<file path="src/rtl/dqf_pkg.sv">
package dqf_pkg;
  localparam int NUM_Q  = 4;
  localparam int SEL_W  = 3;

  typedef enum logic [1:0] {
    Q_WR_NORM = 2'd0,
    Q_WR_PRIO = 2'd1,
    Q_RD_NORM = 2'd2,
    Q_RD_PRIO = 2'd3
  } queue_e;

  // Window code of a queue: mover in bit 2, priority in bit 0.
  function automatic logic [SEL_W-1:0] win_code(input queue_e q);
    logic [1:0] qb;
    qb = q;
    return {qb[1], 1'b0, qb[0]};
  endfunction
endpackage

</file>
<file path="src/rtl/dqf_stage.sv">
module dqf_stage #(
  parameter int DESC_W = 174,
  parameter int NB     = (DESC_W + 7) / 8
) (
  input  logic              clk,
  input  logic              rst_n,
  input  logic              wr_en,
  input  logic [DESC_W-1:0] wdata,
  input  logic [NB-1:0]     be,
  output logic [DESC_W-1:0] merged
);
  logic [DESC_W-1:0] stage_q;

  always_comb begin
    for (int i = 0; i < DESC_W; i++) begin
      merged[i] = be[i/8] ? wdata[i] : stage_q[i];
    end
  end

  always_ff @(posedge clk or negedge rst_n) begin
    if (!rst_n) begin
      stage_q <= '0;
    end else if (wr_en) begin
      stage_q <= merged;
    end
  end
endmodule

</file>
<file path="src/rtl/dqf_level.sv">
module dqf_level #(
  parameter int LVL_W = 8
) (
  input  logic             clk,
  input  logic             rst_n,
  input  logic             push,
  input  logic             pop,
  output logic [LVL_W-1:0] level
);
  localparam logic [LVL_W-1:0] LVL_MAX = '1;

  logic [LVL_W-1:0] level_q;
  logic [LVL_W-1:0] level_d;

  always_comb begin
    level_d = level_q;
    if (push && !pop && level_q != LVL_MAX) begin
      level_d = level_q + 1'b1;
    end else if (pop && !push && level_q != '0) begin
      level_d = level_q - 1'b1;
    end
  end

  always_ff @(posedge clk or negedge rst_n) begin
    if (!rst_n) begin
      level_q <= '0;
    end else begin
      level_q <= level_d;
    end
  end

  assign level = level_q;

  AST_LEVEL_UP: assert property (@(posedge clk) disable iff (!rst_n)
    (push && !pop && level != LVL_MAX) |=> (level == $past(level) + 1'b1));
  AST_LEVEL_FLOOR: assert property (@(posedge clk) disable iff (!rst_n)
    (pop && !push && level == '0) |=> (level == '0));
  AST_LEVEL_CEIL: assert property (@(posedge clk) disable iff (!rst_n)
    (push && level == LVL_MAX) |=> (level >= LVL_MAX - 1'b1));
endmodule

</file>
<file path="src/rtl/dq_frontend.sv">
module dq_frontend
  import dqf_pkg::*;
#(
  parameter int ADDR_W    = 12,
  parameter int DATA_W    = 512,
  parameter int DESC_W    = 174,
  parameter int WIN_SHIFT = 9,
  parameter int LVL_W     = 8
) (
  input  logic                    clk,
  input  logic                    rst_n,
  input  logic [ADDR_W-1:0]       s_addr,
  input  logic                    s_write,
  input  logic                    s_read,
  input  logic [DATA_W-1:0]       s_wdata,
  input  logic [DATA_W/8-1:0]     s_be,
  output logic                    s_waitreq,
  output logic [DATA_W-1:0]       s_rdata,
  output logic                    s_rvalid,
  input  logic [NUM_Q-1:0]        q_ready,
  input  logic [NUM_Q-1:0]        q_pop,
  output logic [NUM_Q-1:0]        q_valid,
  output logic [NUM_Q*DESC_W-1:0] q_data
);
  localparam int BYTES  = DATA_W / 8;
  localparam int NB     = (DESC_W + 7) / 8;
  localparam int TOP_LO = BYTES - 4;

  logic [SEL_W-1:0]       sel;
  logic [NUM_Q-1:0]       hit;
  logic [NUM_Q-1:0]       wr_hit;
  logic [NUM_Q-1:0]       accept;
  logic [NUM_Q-1:0]       push;
  logic [LVL_W-1:0]       level [NUM_Q];
  logic                   commit;
  logic                   rd_flag_d, rd_flag_q;
  logic [LVL_W-1:0]       rd_lvl_d, rd_lvl_q;
  logic                   rvalid_q;
  logic                   unused_bits;

  assign sel         = s_addr[ADDR_W-1:WIN_SHIFT];
  assign commit      = |s_be[BYTES-1:TOP_LO];
  assign unused_bits = ^{s_wdata[DATA_W-1:DESC_W], s_be[TOP_LO-1:NB], s_addr[WIN_SHIFT-1:0]};

  always_comb begin
    for (int q = 0; q < NUM_Q; q++) begin
      hit[q] = (sel == win_code(queue_e'(q)));
    end
  end

  assign wr_hit    = hit & {NUM_Q{s_write}};
  assign s_waitreq = commit && |(wr_hit & ~q_ready);
  assign accept    = wr_hit & {NUM_Q{~s_waitreq}};
  assign push      = accept & {NUM_Q{commit}};
  assign q_valid   = push;

  for (genvar g = 0; g < NUM_Q; g++) begin : g_queue
    dqf_stage #(.DESC_W(DESC_W), .NB(NB)) u_stage (
      .clk    (clk),
      .rst_n  (rst_n),
      .wr_en  (accept[g]),
      .wdata  (s_wdata[DESC_W-1:0]),
      .be     (s_be[NB-1:0]),
      .merged (q_data[g*DESC_W +: DESC_W])
    );
    dqf_level #(.LVL_W(LVL_W)) u_level (
      .clk   (clk),
      .rst_n (rst_n),
      .push  (push[g]),
      .pop   (q_pop[g]),
      .level (level[g])
    );
  end

  // Read path: only the flag and the count are stored.
  always_comb begin
    rd_flag_d = 1'b0;
    rd_lvl_d  = '0;
    for (int q = 0; q < NUM_Q; q++) begin
      if (hit[q]) begin
        rd_flag_d = q_ready[q];
        rd_lvl_d  = level[q];
      end
    end
  end

  always_ff @(posedge clk or negedge rst_n) begin
    if (!rst_n) begin
      rd_flag_q <= 1'b0;
      rd_lvl_q  <= '0;
      rvalid_q  <= 1'b0;
    end else begin
      rvalid_q <= s_read;
      if (s_read) begin
        rd_flag_q <= rd_flag_d;
        rd_lvl_q  <= rd_lvl_d;
      end
    end
  end

  always_comb begin
    s_rdata           = '0;
    s_rdata[31]       = rd_flag_q;
    s_rdata[LVL_W-1:0] = rd_lvl_q;
  end
  assign s_rvalid = rvalid_q;

  AST_PUSH_READY: assert property (@(posedge clk) disable iff (!rst_n)
    |(q_valid & ~q_ready) == 1'b0);
  AST_WAIT_HELD: assert property (@(posedge clk) disable iff (!rst_n)
    s_waitreq |-> (q_valid == '0));
  AST_ONE_PUSH: assert property (@(posedge clk) disable iff (!rst_n)
    $onehot0(q_valid));
  AST_READ_NO_WAIT: assert property (@(posedge clk) disable iff (!rst_n)
    s_waitreq |-> s_write);
  AST_RVALID_NEXT: assert property (@(posedge clk) disable iff (!rst_n)
    s_read |=> s_rvalid);
  AST_RVALID_PULSE: assert property (@(posedge clk) disable iff (!rst_n)
    !s_read |=> !s_rvalid);
endmodule

</file>
<file path="config.mk">
export PLATFORM = sky130hd
export DESIGN_NAME = dq_frontend
export DESIGN_NICKNAME = d
export VERILOG_FILES = /design/src/rtl/dqf_pkg.sv /design/src/rtl/dqf_stage.sv /design/src/rtl/dqf_level.sv /design/src/rtl/dq_frontend.sv
export SDC_FILE = /design/constraint.sdc
export NUM_CORES = 2
export LEC_CHECK = 0
export BUFFER_PORTS_ARGS = -buffer_cell sky130_fd_sc_hd__buf_2
export CORE_AREA = 5 5 703 705
export DETAILED_ROUTE_END_ITERATION = 6
export DIE_AREA = 0 0 708 710
export GPL_TIMING_DRIVEN = 0
export PLACE_DENSITY = 0.3
export SLEW_MARGIN = 15
export SYNTH_ARGS = -nofsm -noshare
export SYNTH_HDL_FRONTEND = slang
export SYNTH_SLANG_ARGS = --single-unit
</file>
<file path="constraint.sdc">
create_clock -name clk -period 3.3 [get_ports clk]
set_input_delay 0.66 -clock clk [delete_from_list [all_inputs] [get_ports clk]]
set_output_delay 0.66 -clock clk [all_outputs]
set_load 0.02 [all_outputs]
</file>
Yosys cells after proc, flatten, opt, wreduce, memory -nomap -nowiden
Index checks and enable logic that the tools add are counted.
{"block": "word_totals", "regBits": 738, "input_bits": 600, "output_inout_bits": 1214, "wordCells": 780}
{"block": "op_classes", "add_sub_neg": 8, "n_eq_ne": 7, "mux": 712, "n_bitwise": 6, "n_reduce_logical": 36}
{"op": "$mux 1", "count": 700}
{"op": "$mux 8", "count": 12}
{"op": "$add 8x1->8 const B", "count": 4}
{"op": "$ne 8x8->1 const B", "count": 4}
{"op": "$reduce_bool 8->1", "count": 4}
{"op": "$sub 8x1->8 const B", "count": 4}
{"op": "$logic_and 1x1->1", "count": 17}
{"op": "$and 4x4->4", "count": 4}
{"op": "$logic_not 1->1", "count": 8}
{"op": "$reduce_bool 2->1", "count": 4}
{"op": "$reduce_or 4->1", "count": 2}
{"op": "$eq 3x3->1 const B", "count": 2}
{"op": "$not 4->4", "count": 1}
{"op": "$eq 3x1->1 const B", "count": 1}
{"op": "$logic_not 3->1", "count": 1}
{"op": "$not 1->1", "count": 1}

Depth between registers and ports, before layout
{"block": "logic_depth", "depth_word": 13, "mapped_depth": 11, "ltp_nobuf": 10}

Cells and area by module
From an unflattened synthesis, not the netlist that was laid out.
{"block": "hier_totals", "hier_cells": 3122, "hier_area_um2": 41482.3}
{"mod": "dqf_stage", "n_inst": 4, "cells_per_inst": 569, "area_each_um2": 8555.7, "seq_area_each_um2": 4354.2}
{"mod": "dq_frontend", "n_inst": 1, "cells_per_inst": 558, "area_each_um2": 4520.6, "seq_area_each_um2": 250.2}
{"mod": "dqf_level (g_queue[0].u_level ...)", "n_inst": 3, "cells_per_inst": 73, "area_each_um2": 670.6, "seq_area_each_um2": 200.2}
{"mod": "dqf_level (g_queue[3].u_level)", "n_inst": 1, "cells_per_inst": 69, "area_each_um2": 726.9, "seq_area_each_um2": 200.2}

Worst setup path after synthesis
OpenSTA, ideal clock, no wires.
{"block": "synth_timing", "path_type": "input-to-reg", "startpoint": "input port s_addr[9]", "endpoint": "register g_queue[3].u_level.level_q[6]", "setup_time_ns": 0.128, "arrival_ns": 3.024, "required_ns": 3.172, "path_slack_ns": 0.148, "stages": 10, "path_buffers": 1, "cell_sequence": "buf_4 > nand2_1 > or4b_4 > or3_4 > fa_1 > a21oi_1 > o211ai_1 > a21oi_1 > xnor2_1 > mux2_1"}
{"block": "synth_via", "elab_chain_len": 12, "word_cells_on_any_way": 18, "classes_between": "eq/ne: 3; mux: 1; bitwise: 5; reduce/logical: 9"}
{"element": "start, declared", "line_no": "dq_frontend.sv:12", "rtl": "input logic [ADDR_W-1:0] s_addr,"}
{"element": "$eq 3x1->1 (tied with other cells)", "line_no": "dq_frontend.sv:47", "rtl": "hit[q] = (sel == win_code(queue_e'(q)));"}
{"element": "$and 4x4->4 *", "line_no": "dq_frontend.sv:51", "rtl": "assign wr_hit = hit & {NUM_Q{s_write}};"}
{"element": "$and 4x4->4", "line_no": "dq_frontend.sv:52", "rtl": "assign s_waitreq = commit && |(wr_hit & ~q_ready);"}
{"element": "$reduce_or 4->1", "line_no": "dq_frontend.sv:52"}
{"element": "$logic_and 1x1->1", "line_no": "dq_frontend.sv:52"}
{"element": "$not 1->1", "line_no": "dq_frontend.sv:53", "rtl": "assign accept = wr_hit & {NUM_Q{~s_waitreq}};"}
{"element": "$and 4x4->4 *", "line_no": "dq_frontend.sv:53"}
{"element": "$and 4x4->4 *", "line_no": "dq_frontend.sv:54", "rtl": "assign push = accept & {NUM_Q{commit}};"}
{"element": "$logic_not 1->1", "line_no": "dqf_level.sv:19", "rtl": "end else if (pop && !push && level_q != '0) begin"}
{"element": "$logic_and 1x1->1 (2 in series)", "line_no": "dqf_level.sv:19"}
{"element": "$reduce_bool 2->1 (no source line)"}
{"element": "end signal, assigned", "line_no": "dqf_level.sv:28", "rtl": "level_q <= level_d;"}
{"element": "end, declared", "line_no": "dqf_level.sv:12", "rtl": "logic [LVL_W-1:0] level_q;"}
Mark *: on every way between the ends. The rest lies on a longest branch, timed or not.
A chain may end at the register's enable or synchronous reset.

Final worst setup path
{"block": "layout_timing", "startpoint": "input port s_be[11]", "endpoint": "output port q_data[614]"}
{"block": "layout_via", "elab_chain_len": 1}
{"element": "start, declared", "line_no": "dq_frontend.sv:16", "rtl": "input logic [DATA_W/8-1:0] s_be,"}
{"element": "$mux 1", "line_no": "dqf_stage.sv:16", "rtl": "merged[i] = be[i/8] ? wdata[i] : stage_q[i];"}
{"element": "end, declared", "line_no": "dq_frontend.sv:23", "rtl": "output logic [NUM_Q*DESC_W-1:0] q_data"}
Every way passes these cells.

==> run summary <==
Number of synthesized flops with an enable pin -> 0
CTS sink cnt -> 738
Hold Path Class -> in2reg
Hold Crit Depth -> 4
Worst setup path startpoint -> s_be[11]
CP cell instances -> clkbuf_1 > nand2_1 > o21ai_1 > buf_2
TritonCTS Buffers -> 113
Largest net degree at the start of global routing -> 118
Clock slew seen by the registers of the worst setup and hold paths -> 0.06 ns
WL per Instance -> 19.13 µm
Seq/Total Area, Yosys -> 0.4678
Endpoints failing hold -> 0
Post-CTS Setup Inserts -> 0
Multi-input gate area -> 15520 µm²
Clock power frac -> 0.332
Crit-path max cell delay -> 0.61 ns
Number of global-route vias before repair -> 32.17k
Worst-path maximum fanout -> 10
P_leak -> 27.97 nW
H-tree levels -> 3
Max-cap viol count -> 0
Mapped Cells -> 4163
Switching share of power -> 0.3749
CTS tree -> built
Min Tclk post-route -> 3.119 ns
Final Max Tran Viols -> 0
Nets -> 6329
Clk_lat worst skew -> 0.86 ns
Critical Path RT -> 2.64 ns
Clock Path Buffers -> 4
Routability cong. -> 0.7252
Hold Crit Endpoint -> g_queue[0].u_stage.stage_q[150]
DP HPWL -> 194.2 mm
Initial antenna violation count -> 128
Residual DRC -> 0
Clock root cell -> clkbuf_16
Die ar. -> 502700 µm²
GR Util met3 -> 0.03147
Synthesized area -> 39480 µm²
Die span in x -> 708 µm
Reg2reg setup slack -> 0.66 ns
RR Startpoint -> g_queue[1].u_level.level[0]
Grt met2 use -> 0.1535
Top_reg_cell synth -> dfrtp_1
Final TNS setup -> 0 ns
Combinational power share -> 0.321
Final setup fails -> 0
Slowest cell on crit path -> o21ai_1
TritonRoute pass-1 iters -> 5
Via count -> 32.59k
Global-route usage over all layers -> 0.08922
Overflow after GRT -> 0
Crit path depth -> 4
Initial drt markers -> 1262
Synthesized flop and latch total -> 738
Fillers -> 56.33k
Top-Level Pins -> 1814
Share of cells above drive strength 1 -> 0.3749
Area growth from synthesis to layout -> 47.48%
Worst EP arrival -> 2.46 ns
Fin area -> 58220 µm²
Worst setup SP type -> input port
Crit Reg-Reg Endpoint -> g_queue[1].u_level.level[6]
Crit-path leading delay family -> buffers and inverters
Most Crowded Layer GR -> met2
Placed Area -> 54390 µm²
CP Class -> in2out
Final wirelength -> 235.3 mm
Yosys warns -> 0
Rows -> 257
Net load switching power -> 0.01411 W
Port Buffers -> 902
M1 GR Usage -> 0.1029
Achievable Freq -> 320.6 MHz
Measured slew at the worst slew-check pin -> 1.205 ns
First-pass GRT wire length -> 304.1 mm
Sequential share of power -> 0.347
Hold path startpoint -> s_wdata[150]
Core footprint -> 487800 µm²
Starting density of the core -> 0.08093
Via-per-instance ratio -> 2.649
Fin crit share -> 0.9451
FFs w/ async S/R, synth -> 1.000
Worst R2R Path Depth -> 9
Syn Area/Cell -> 9.483 µm²
Internal Power -> 0.02353 W
FF+latch area -> 18470 µm²
Utilization after layout -> 0.1194
Die Ht -> 710 µm
PwrDens -> 646.6 nW/µm²
Worst clock skew -> 0.02169 ns
Count of cell types in the netlist -> 52
RSZ-0062 raised after global routing -> false
Status -> complete, no violations
Peak VDD IR -> 414.6 µV
CP Buf/Inv Count -> 2
CP endpoint kind -> output pin
Relative slew slack -> 0.1968
ANT nets after route -> 0
==> kinds of logic (layout without fill, tap and decap cells) <==
kind of cell,count (synthesis),count (layout),share of synthesized area
muxes,555,555,0.1581
other,1,544,0.00009499
buffers and inverters,1410,2530,0.1869
AOI/OAI and AO/OA,956,956,0.1238
adders and majority gates,29,29,0.009952
and+or+nand+nor,448,448,0.04757
DFF,738,738,0.4678
xor gates and xnor gates,26,26,0.005768
==> stage by stage <==
| step | power (W) | hold WS [ns] | setup WS [ns] | std cells |
|---|---|---|---|---|
| 6_report | 0.03764 | 0.2355 | 0.1812 | 12300 |
| 5_1_grt | 0.04037 | 0.1648 | 0.1400 | 12280 |
| 4_1_cts | 0.03868 | 0.1030 | 0.01171 | 12260 |
| 3_5_place_dp | 0.02550 | 0.4747 | -0.9573 | 12060 |
| 3_3_place_gp | 0.02547 | 0.4694 | -18.79 | 12040 |
| 2_1_floorplan | 0.02089 | 0.3644 | 0.1484 | 4665 |
==> routing by layer <==
| metal | part of all wire | up-vias | routed length (µm) |
|---|---|---|---|
| met5 | 0.000089 | - | 21 |
| met4 | 0.033 | 4 | 7836 |
| met3 | 0.090 | 313 | 21300 |
| met2 | 0.49 | 1252 | 114200 |
| met1 | 0.39 | 15330 | 91970 |
| li1 | - | 15690 | - |
==> cell type report <==
type                    count  share of cell area
diodes                     41            0.001762
plain buffers             698             0.08137
clock buffers             163             0.05540
clock inverters            37            0.008145
inverters                 712             0.04590
multi-input cells        2517              0.2666
flip-flops and latches    738              0.3172
well taps                6475              0.1392
repair buffers            920             0.08446
==> state kept, by name, summed over array words and instances (netlist names) <==
| signal | cells |
|---|---|
| g_queue.u_level.level | 32 |
| rd_flag_q | 1 |
| s_rvalid | 1 |
| rd_lvl_q | 8 |
| g_queue.u_stage.stage_q | 696 |
==> worst register-to-register path: cells and delay by family (launching register included) <==
family | cells | cell delay [ns]
AO/OA/AOI/OAI | 3 | 0.55
XOR/XNOR | 1 | 0.08
adder cells (fa/ha/maj) | 1 | 0.48
flip-flops | 1 | 0.48
multiplexers | 1 | 0.26
AND/OR/NAND/NOR | 3 | 0.68
==> synth_stat cells, types with 4 or more instances <==
| cell type | count | area (µm²) |
|---|---|---|
| dfrtp_1 | 738 | 18470 |
| inv_1 | 711 | 2669 |
| o21ai_0 | 708 | 3543 |
| buf_4 | 531 | 3986 |
| mux2_2 | 452 | 5090 |
| a21oi_1 | 209 | 1046 |
| nor2_1 | 200 | 750.7 |
| nand2_1 | 195 | 732.0 |
| mux2_1 | 97 | 1092 |
| clkbuf_1 | 95 | 356.6 |
| buf_2 | 68 | 340.3 |
| ha_1 | 25 | 312.8 |
| xnor2_1 | 15 | 131.4 |
| nand4_1 | 11 | 68.82 |
| xor2_1 | 11 | 96.34 |
| a22oi_1 | 8 | 60.06 |
| mux2i_1 | 6 | 60.06 |
| nand3_1 | 6 | 30.03 |
| nor2b_1 | 6 | 37.54 |
| nor4_1 | 6 | 37.54 |
| fa_1 | 4 | 80.08 |
| nor3_1 | 4 | 20.02 |
| o211ai_1 | 4 | 30.03 |
| o21bai_1 | 4 | 30.03 |
==> worst max path at each step <==
stage               slack (ns)                         endpoint
global placement        -18.79   g_queue[3].u_stage.stage_q[46]
global route              0.14  g_queue[0].u_stage.stage_q[166]
detailed placement       -0.96  g_queue[3].u_stage.stage_q[166]
finish                    0.18                      q_data[614]
floorplan                 0.15      g_queue[3].u_level.level[6]
CTS                       0.01  g_queue[0].u_stage.stage_q[166]
==> power by group through the flow <==
stage | clock, W | combinational, W | sequential [W]
5_1_grt | 0.0136 | 0.0134 | 0.0134
3_5_place_dp | 0 | 0.0123 | 0.0132
6_report | 0.0125 | 0.0121 | 0.0131
4_1_cts | 0.0133 | 0.0123 | 0.0131
3_3_place_gp | 0 | 0.0122 | 0.0132
2_1_floorplan | 0 | 0.00801 | 0.0129
==> cells in the final DEF, fill, tap and decap left out, types with 9 or more instances in the layout <==
cell	instances
clkbuf_2	13
nand4_1	11
conb_1	503
buf_12	9
diode_2	41
clkinv_2	12
clkbuf_1	109
clkbuf_8	21
buf_2	966
ha_1	25
buf_4	534
xnor2_1	15
mux2_1	97
xor2_1	11
dfrtp_1	738
nor2_1	200
inv_1	711
clkbuf_16	113
mux2_2	452
o21ai_0	707
a21oi_1	209
nand2_1	195
==> what timing repair did <==
| action | CTS | global route |
|---|---|---|
| hold buffers | 2 | 0 |
| setup endpoints to repair | 32 | 0 |
| gates resized for setup | 4 | 0 |
| hold endpoints to repair | 66 | 0 |
(Power assumes the default switching activity.)
